<file path="config.mk">
export PLATFORM = sky130hd
export DESIGN_NAME = frm_irq_ctrl
export DESIGN_NICKNAME = d
export VERILOG_FILES = /design/src/rtl/frm_irq_pkg.sv /design/src/rtl/frm_vc_tracker.sv /design/src/rtl/frm_err_decode.sv /design/src/rtl/frm_irq_regs.sv /design/src/rtl/frm_irq_ctrl.sv
export SDC_FILE = /design/constraint.sdc
export NUM_CORES = 1
export LEC_CHECK = 0
export BUFFER_PORTS_ARGS = -buffer_cell sky130_fd_sc_hd__buf_2
export CORE_AREA = 2 2 81 83
export CTS_CLUSTER_SIZE = 14
export DETAILED_ROUTE_END_ITERATION = 7
export DIE_AREA = 0 0 83 85
export PLACE_DENSITY = 0.75
export SLEW_MARGIN = 30
export SYNTH_ARGS = -nofsm -noshare
export SYNTH_HDL_FRONTEND = slang
export SYNTH_HIERARCHICAL = 1
export SYNTH_SLANG_ARGS = --single-unit
export TNS_END_PERCENT = 30
</file>
<file path="constraint.sdc">
create_clock -name clk -period 1.3 [get_ports clk]
set_input_delay 0.195 -clock clk [delete_from_list [all_inputs] [get_ports clk]]
set_output_delay 0.195 -clock clk [all_outputs]
set_load 0.03 [all_outputs]
</file>
<file path="src/rtl/frm_irq_pkg.sv">
package frm_irq_pkg;

    localparam int STAT_W = 32;

    // packet error kinds carried on perr_kind_i
    typedef enum logic [2:0] {
        PE_UNSUP   = 3'd0,
        PE_CRC     = 3'd1,
        PE_ECC1    = 3'd2,
        PE_ECC2    = 3'd3,
        PE_SOTSYNC = 3'd4,
        PE_SOTERR  = 3'd5
    } perr_kind_e;

    // status bit positions other than the per-channel pairs
    localparam int B_UNSUP    = 8;
    localparam int B_CRC      = 9;
    localparam int B_ECC1     = 10;
    localparam int B_ECC2     = 11;
    localparam int B_SOTSYNC  = 12;
    localparam int B_SOTERR   = 13;
    localparam int B_PHY_LO   = 17;
    localparam int PHY_EVT_W  = 5;
    localparam int B_FRAME_END = 31;

    // register addresses
    localparam logic [1:0] A_CTRL = 2'd0;
    localparam logic [1:0] A_STAT = 2'd1;
    localparam logic [1:0] A_EN   = 2'd2;

    // per-channel result of one cycle of frame tracking
    typedef struct packed {
        logic sync_err;
        logic data_err;
    } trk_evt_t;

    // implemented status bits for a given channel count
    function automatic logic [STAT_W-1:0] impl_mask(input int nvc);
        logic [STAT_W-1:0] m;
        m = '0;
        for (int i = 0; i < 2 * nvc; i++) m[i] = 1'b1;
        for (int i = B_UNSUP; i <= B_SOTERR; i++) m[i] = 1'b1;
        for (int i = 0; i < PHY_EVT_W; i++) m[B_PHY_LO + i] = 1'b1;
        m[B_FRAME_END] = 1'b1;
        return m;
    endfunction

endpackage

</file>
<file path="src/rtl/frm_vc_tracker.sv">
module frm_vc_tracker
    import frm_irq_pkg::*;
(
    input  logic     clk,
    input  logic     rst,
    input  logic     fs_hit_i,
    input  logic     fe_hit_i,
    input  logic     crc_hit_i,
    output trk_evt_t evt_o
);

    logic in_frame_q, crc_seen_q;
    logic in_frame_d, crc_seen_d;

    // frame end is handled before a frame start in the same cycle
    always_comb begin
        logic open_after_fe;
        evt_o         = '0;
        in_frame_d    = in_frame_q;
        crc_seen_d    = crc_seen_q | (crc_hit_i & in_frame_q);
        open_after_fe = in_frame_q;
        if (fe_hit_i) begin
            evt_o.sync_err = ~in_frame_q;
            evt_o.data_err = in_frame_q & (crc_seen_q | crc_hit_i);
            open_after_fe  = 1'b0;
            in_frame_d     = 1'b0;
            crc_seen_d     = 1'b0;
        end
        if (fs_hit_i) begin
            evt_o.sync_err = evt_o.sync_err | open_after_fe;
            in_frame_d     = 1'b1;
            crc_seen_d     = 1'b0;
        end
    end

    always_ff @(posedge clk) begin
        if (rst) begin
            in_frame_q <= 1'b0;
            crc_seen_q <= 1'b0;
        end else begin
            in_frame_q <= in_frame_d;
            crc_seen_q <= crc_seen_d;
        end
    end


    fs_opens_chk: assert property (@(posedge clk) disable iff (rst)
        fs_hit_i |=> in_frame_q);


    fe_closes_chk: assert property (@(posedge clk) disable iff (rst)
        (fe_hit_i && !fs_hit_i) |=> !in_frame_q);


    idle_holds_chk: assert property (@(posedge clk) disable iff (rst)
        (!fs_hit_i && !fe_hit_i) |=> (in_frame_q == $past(in_frame_q)));


    data_err_open_chk: assert property (@(posedge clk) disable iff (rst)
        evt_o.data_err |-> in_frame_q);

endmodule

</file>
<file path="src/rtl/frm_err_decode.sv">
module frm_err_decode
    import frm_irq_pkg::*;
#(
    parameter int NUM_VC = 4
) (
    input  trk_evt_t [NUM_VC-1:0]    trk_i,
    input  logic                     fe_pulse_i,
    input  logic                     perr_pulse_i,
    input  logic [2:0]               perr_kind_i,
    input  logic [PHY_EVT_W-1:0]     phy_evt_i,
    output logic [STAT_W-1:0]        set_o
);

    perr_kind_e kind;
    assign kind = perr_kind_e'(perr_kind_i);

    always_comb begin
        set_o = '0;
        for (int v = 0; v < NUM_VC; v++) begin
            set_o[2*v]   = trk_i[v].data_err;
            set_o[2*v+1] = trk_i[v].sync_err;
        end
        set_o[B_FRAME_END] = fe_pulse_i;
        if (perr_pulse_i) begin
            case (kind)
                PE_UNSUP:   set_o[B_UNSUP]   = 1'b1;
                PE_CRC:     set_o[B_CRC]     = 1'b1;
                PE_ECC1:    set_o[B_ECC1]    = 1'b1;
                PE_ECC2:    set_o[B_ECC2]    = 1'b1;
                PE_SOTSYNC: set_o[B_SOTSYNC] = 1'b1;
                PE_SOTERR:  set_o[B_SOTERR]  = 1'b1;
                default:    ;
            endcase
        end
        for (int i = 0; i < PHY_EVT_W; i++) set_o[B_PHY_LO + i] = phy_evt_i[i];
    end

endmodule

</file>
<file path="src/rtl/frm_irq_regs.sv">
module frm_irq_regs
    import frm_irq_pkg::*;
#(
    parameter int NUM_VC = 4
) (
    input  logic              clk,
    input  logic              rst,
    input  logic [STAT_W-1:0] set_i,
    input  logic [1:0]        reg_addr_i,
    input  logic              reg_wr_i,
    input  logic [STAT_W-1:0] reg_wdata_i,
    output logic [STAT_W-1:0] reg_rdata_o,
    output logic              irq_o
);

    localparam logic [STAT_W-1:0] MASK = impl_mask(NUM_VC);

    logic [STAT_W-1:0] stat_q, en_q, clr;
    logic              gie_q;
    logic              wr_stat, wr_en, wr_ctrl;

    assign wr_stat = reg_wr_i && (reg_addr_i == A_STAT);
    assign wr_en   = reg_wr_i && (reg_addr_i == A_EN);
    assign wr_ctrl = reg_wr_i && (reg_addr_i == A_CTRL);
    assign clr     = wr_stat ? reg_wdata_i : '0;

    always_ff @(posedge clk) begin
        if (rst) begin
            stat_q <= '0;
            en_q   <= '0;
            gie_q  <= 1'b0;
        end else begin
            stat_q <= ((stat_q & ~clr) | set_i) & MASK;
            if (wr_en)   en_q  <= reg_wdata_i & MASK;
            if (wr_ctrl) gie_q <= reg_wdata_i[0];
        end
    end

    always_comb begin
        case (reg_addr_i)
            A_CTRL:  reg_rdata_o = {{(STAT_W-1){1'b0}}, gie_q};
            A_STAT:  reg_rdata_o = stat_q;
            A_EN:    reg_rdata_o = en_q;
            default: reg_rdata_o = '0;
        endcase
    end

    assign irq_o = gie_q & |(stat_q & en_q);


    set_wins_chk: assert property (@(posedge clk) disable iff (rst)
        (set_i != '0) |=> ((stat_q & $past(set_i & MASK)) == $past(set_i & MASK)));


    w1c_clear_chk: assert property (@(posedge clk) disable iff (rst)
        wr_stat |=> ((stat_q & $past(reg_wdata_i & ~set_i)) == '0));


    gie_off_chk: assert property (@(posedge clk) disable iff (rst)
        (wr_ctrl && !reg_wdata_i[0]) |=> !irq_o);


    reserved_zero_chk: assert property (@(posedge clk) disable iff (rst)
        ((stat_q | en_q) & ~MASK) == '0);

endmodule

</file>
<file path="src/rtl/frm_irq_ctrl.sv">
module frm_irq_ctrl
    import frm_irq_pkg::*;
#(
    parameter int NUM_VC = 4,
    localparam int VC_W  = (NUM_VC > 1) ? $clog2(NUM_VC) : 1
) (
    input  logic              clk,
    input  logic              rst,
    input  logic              fs_pulse_i,
    input  logic [VC_W-1:0]   fs_vc_i,
    input  logic              fe_pulse_i,
    input  logic [VC_W-1:0]   fe_vc_i,
    input  logic              perr_pulse_i,
    input  logic [2:0]        perr_kind_i,
    input  logic [VC_W-1:0]   perr_vc_i,
    input  logic [4:0]        phy_evt_i,
    input  logic [1:0]        reg_addr_i,
    input  logic              reg_wr_i,
    input  logic [31:0]       reg_wdata_i,
    output logic [31:0]       reg_rdata_o,
    output logic              irq_o
);

    trk_evt_t [NUM_VC-1:0] trk;
    logic [STAT_W-1:0]     set_vec;
    logic                  crc_evt;

    // only CRC errors reach the frame machines; untrusted tags never do
    assign crc_evt = perr_pulse_i && (perr_kind_e'(perr_kind_i) == PE_CRC);

    for (genvar v = 0; v < NUM_VC; v++) begin : g_vc
        frm_vc_tracker u_trk (
            .clk       (clk),
            .rst       (rst),
            .fs_hit_i  (fs_pulse_i && (fs_vc_i == VC_W'(v))),
            .fe_hit_i  (fe_pulse_i && (fe_vc_i == VC_W'(v))),
            .crc_hit_i (crc_evt && (perr_vc_i == VC_W'(v))),
            .evt_o     (trk[v])
        );
    end

    frm_err_decode #(.NUM_VC(NUM_VC)) u_dec (
        .trk_i        (trk),
        .fe_pulse_i   (fe_pulse_i),
        .perr_pulse_i (perr_pulse_i),
        .perr_kind_i  (perr_kind_i),
        .phy_evt_i    (phy_evt_i),
        .set_o        (set_vec)
    );

    frm_irq_regs #(.NUM_VC(NUM_VC)) u_regs (
        .clk         (clk),
        .rst         (rst),
        .set_i       (set_vec),
        .reg_addr_i  (reg_addr_i),
        .reg_wr_i    (reg_wr_i),
        .reg_wdata_i (reg_wdata_i),
        .reg_rdata_o (reg_rdata_o),
        .irq_o       (irq_o)
    );


    frame_end_flag_chk: assert property (@(posedge clk) disable iff (rst)
        fe_pulse_i |-> set_vec[B_FRAME_END]);

endmodule

</file>
==> summary.md <==
| Metric | Value |
|---|---|
| Status | finished with violations |
| Failing checks | negative setup slack |
| Total Wirelength | around 7000 µm |
| DR DRC count | 0 |
| Via count | between 2000 and 2500 |
| Leak Pwr | approximately 1.5 nW |
| Initial cell density of the core | around 43% |
| Final hold viol count | 0 |
| Clock Sinks | 49 |
| Number of global-route vias before repair | about 2400 |
| Antenna Nets Post-Route | 0 |
| Global-route wire length before repair | about 11000 µm |
| Max cap viols | 0 |
| Syn. warnings | 6 |
| Setup Viol. Count Final | 12 |
| CTS H-tree lvls | 2 |
| Rows | 29 |
| Maximum root-to-sink buffer count | 2 |
| CP endpoint kind | primary output |
| CP Launch Type | flop |
| Largest net degree at the start of global routing | 21 |
| Die Y | ~85 µm |
| Worst path required time | 1.11 ns |
| Final Cycle Share | 138% |
| Total track usage | roughly a fifth |
| Crit path time final | 1.80 ns |
| Routed WL per cell | 14.3 µm |
| Reg2Reg Setup Slack | between 0.15 and 0.2 ns |
| Post-DP HPWL | 5000 µm |
| Synth-to-layout area growth | 30.0% |
| Total die area | 7060 µm² |
| Critical-path cell list | a22o_1 > a221oi_2 > nand4_1 > o21a_1 > buf_6 |
| Antenna Cells | 0 |
| Clk slew on worst S/H paths | about 0.1 ns |
| # IOs | between 80 and 90 |
| CTS buffer count | 5 |
| Register area | about 1000 µm² |
| DRT Pass-1 Iters | 4 |
| Hold_buf cts | 0 |
| Initial antenna violation count | 0 |
| TritonCTS clock tree | yes |
| Final setup skew | ~0.0016 ns |
| Unrepaired setup endpoints after global routing | yes |
| Gpl congestion | a little over 0.8 |
| IO buf count | 62 |
| Final #Nets | 470 |
| Syn Area/Cell | a little over 8 µm² |
| Max IR drop VDD | between 0.0004 and 0.0005 V |
| Die W | roughly 83 µm |
| PnR worst setup slack | -0.495 ns |
| Slowest CP cell | dfxtp_2 |
| Synthesized instance count | 324 |
| PD cells | 946 nW/µm² |
| Setup TNS | -0.864 ns |
| Fillers | between 500 and 600 |
| Slowest cell delay on critical path | 0.33 ns |
| Max-slew violations | 0 |
| Avg Vias per Cell | 5.12 |
| HP Class | input pin to flop |
| Crit path DAT | around 1.6 ns |
| Clk Latency, worst-skew pair | roughly 0.30 ns |
| Root buffer cell | clkbuf_8 |
| GRT overflow | 0 |
| Starting DRT DRC Count | 156 |
| Critical Path Fanout Max | 2 |
| Setup CP Type | flop to primary output |
| Core Box Area | approximately 6200 µm² |
| Multi-input gate area | 1430 µm² |
| WHS | ~0.094 ns |
| Synth Cell Area | around 2700 µm² |
| Fmax | about 0.56 GHz |
| Layout cell share with drive strength beyond 1 | about 39% |
## cell type report
cell class / count / area share (%)
inverter: 12 / 1.29
sequential: 49 / 28.6
multi-input combinational: 233 / 41.1
tap: 77 / 2.76
clock inverter: 3 / 1.33
timing repair buffer: 107 / 22.9
clock buffer: 5 / 1.97
## final timing paths
| check | depth (start not counted) | startpoint | endpoint |
|---|---|---|---|
| hold reg to reg | 2 | u_regs/en_q[9] | u_regs/en_q[9] |
| setup reg to reg | 6 | g_vc[3].u_trk/in_frame_q | u_regs/stat_q[7] |
| setup / recovery | 5 | u_regs/stat_q[3] | irq_o |
| hold / removal | 3 | phy_evt_i[3] | u_regs/stat_q[20] |
## through the flow
step | cells | util [%] | area (µm²) | power [W] | worst slack, ns
finish | 486 | 56.2 | 3490 | 0.00330 | -0.495
floorplan | 335 | - | 2730 | 0.00197 | 0.00516
global placement | 476 | 51.9 | 3220 | 0.00217 | -0.115
detailed placement | 476 | 51.9 | 3220 | 0.00218 | -0.165
global route | 486 | 56.2 | 3490 | 0.00344 | -0.560
CTS | 485 | 55.7 | 3460 | 0.00331 | -0.439
## state kept, by name, indices dropped and copies added, names as in the netlist
name                   flops
u_regs/en_q               20
u_regs/stat_q             20
g_vc.u_trk/crc_seen_q      4
g_vc.u_trk/in_frame_q      4
u_regs/gie_q               1
## critical path: cells and delay by family, from the launching register on
| kind | cells | cell delay [ns] |
|---|---|---|
| AO/OA/AOI/OAI | 3 | 0.69 |
| flip-flops | 1 | 0.33 |
| buffers and inverters | 1 | 0.14 |
| AND/OR/NAND/NOR | 1 | 0.13 |
## timing repair
action | CTS | global route
setup endpoints to repair | 13 | 15
resized for setup | 39 | 12
pin swaps | 7 | 6
setup buffers | 1 | 1
## report_power, final
part | internal, W | switching [W] | total (W)
registers | 0.00156 | 0.0000425 | 0.00160
clock network | 0.000576 | 0.000537 | 0.00111
logic | 0.000257 | 0.000329 | 0.000586
## cells in the final DEF, fill, tap and decap left out, types with 3 or more instances in the layout
cell type,count
buf_4,37
buf_12,4
mux2i_1,6
nor2_1,36
buf_2,47
a21oi_2,5
nor4_2,4
buf_6,17
ha_1,8
dfxtp_2,15
nand2_1,65
a22o_1,22
conb_1,12
and4bb_2,3
inv_1,12
a22oi_1,4
nor3_2,4
dfxtp_1,34
a221oi_2,3
clkbuf_8,5
nor3b_2,3
and3b_1,3
a21oi_1,39
## routing by layer
layer	routed length, µm	vias up	global-route usage (%)	share of wire [%]
met5	0	-	0	0
met4	67	0	7.00	0.96
met3	406	6	3.40	5.8
met2	3450	99	33.2	50
met1	3040	1147	25.5	44
li1	-	1236	-	-
No activity file was read; power rests on OpenSTA's default activity.
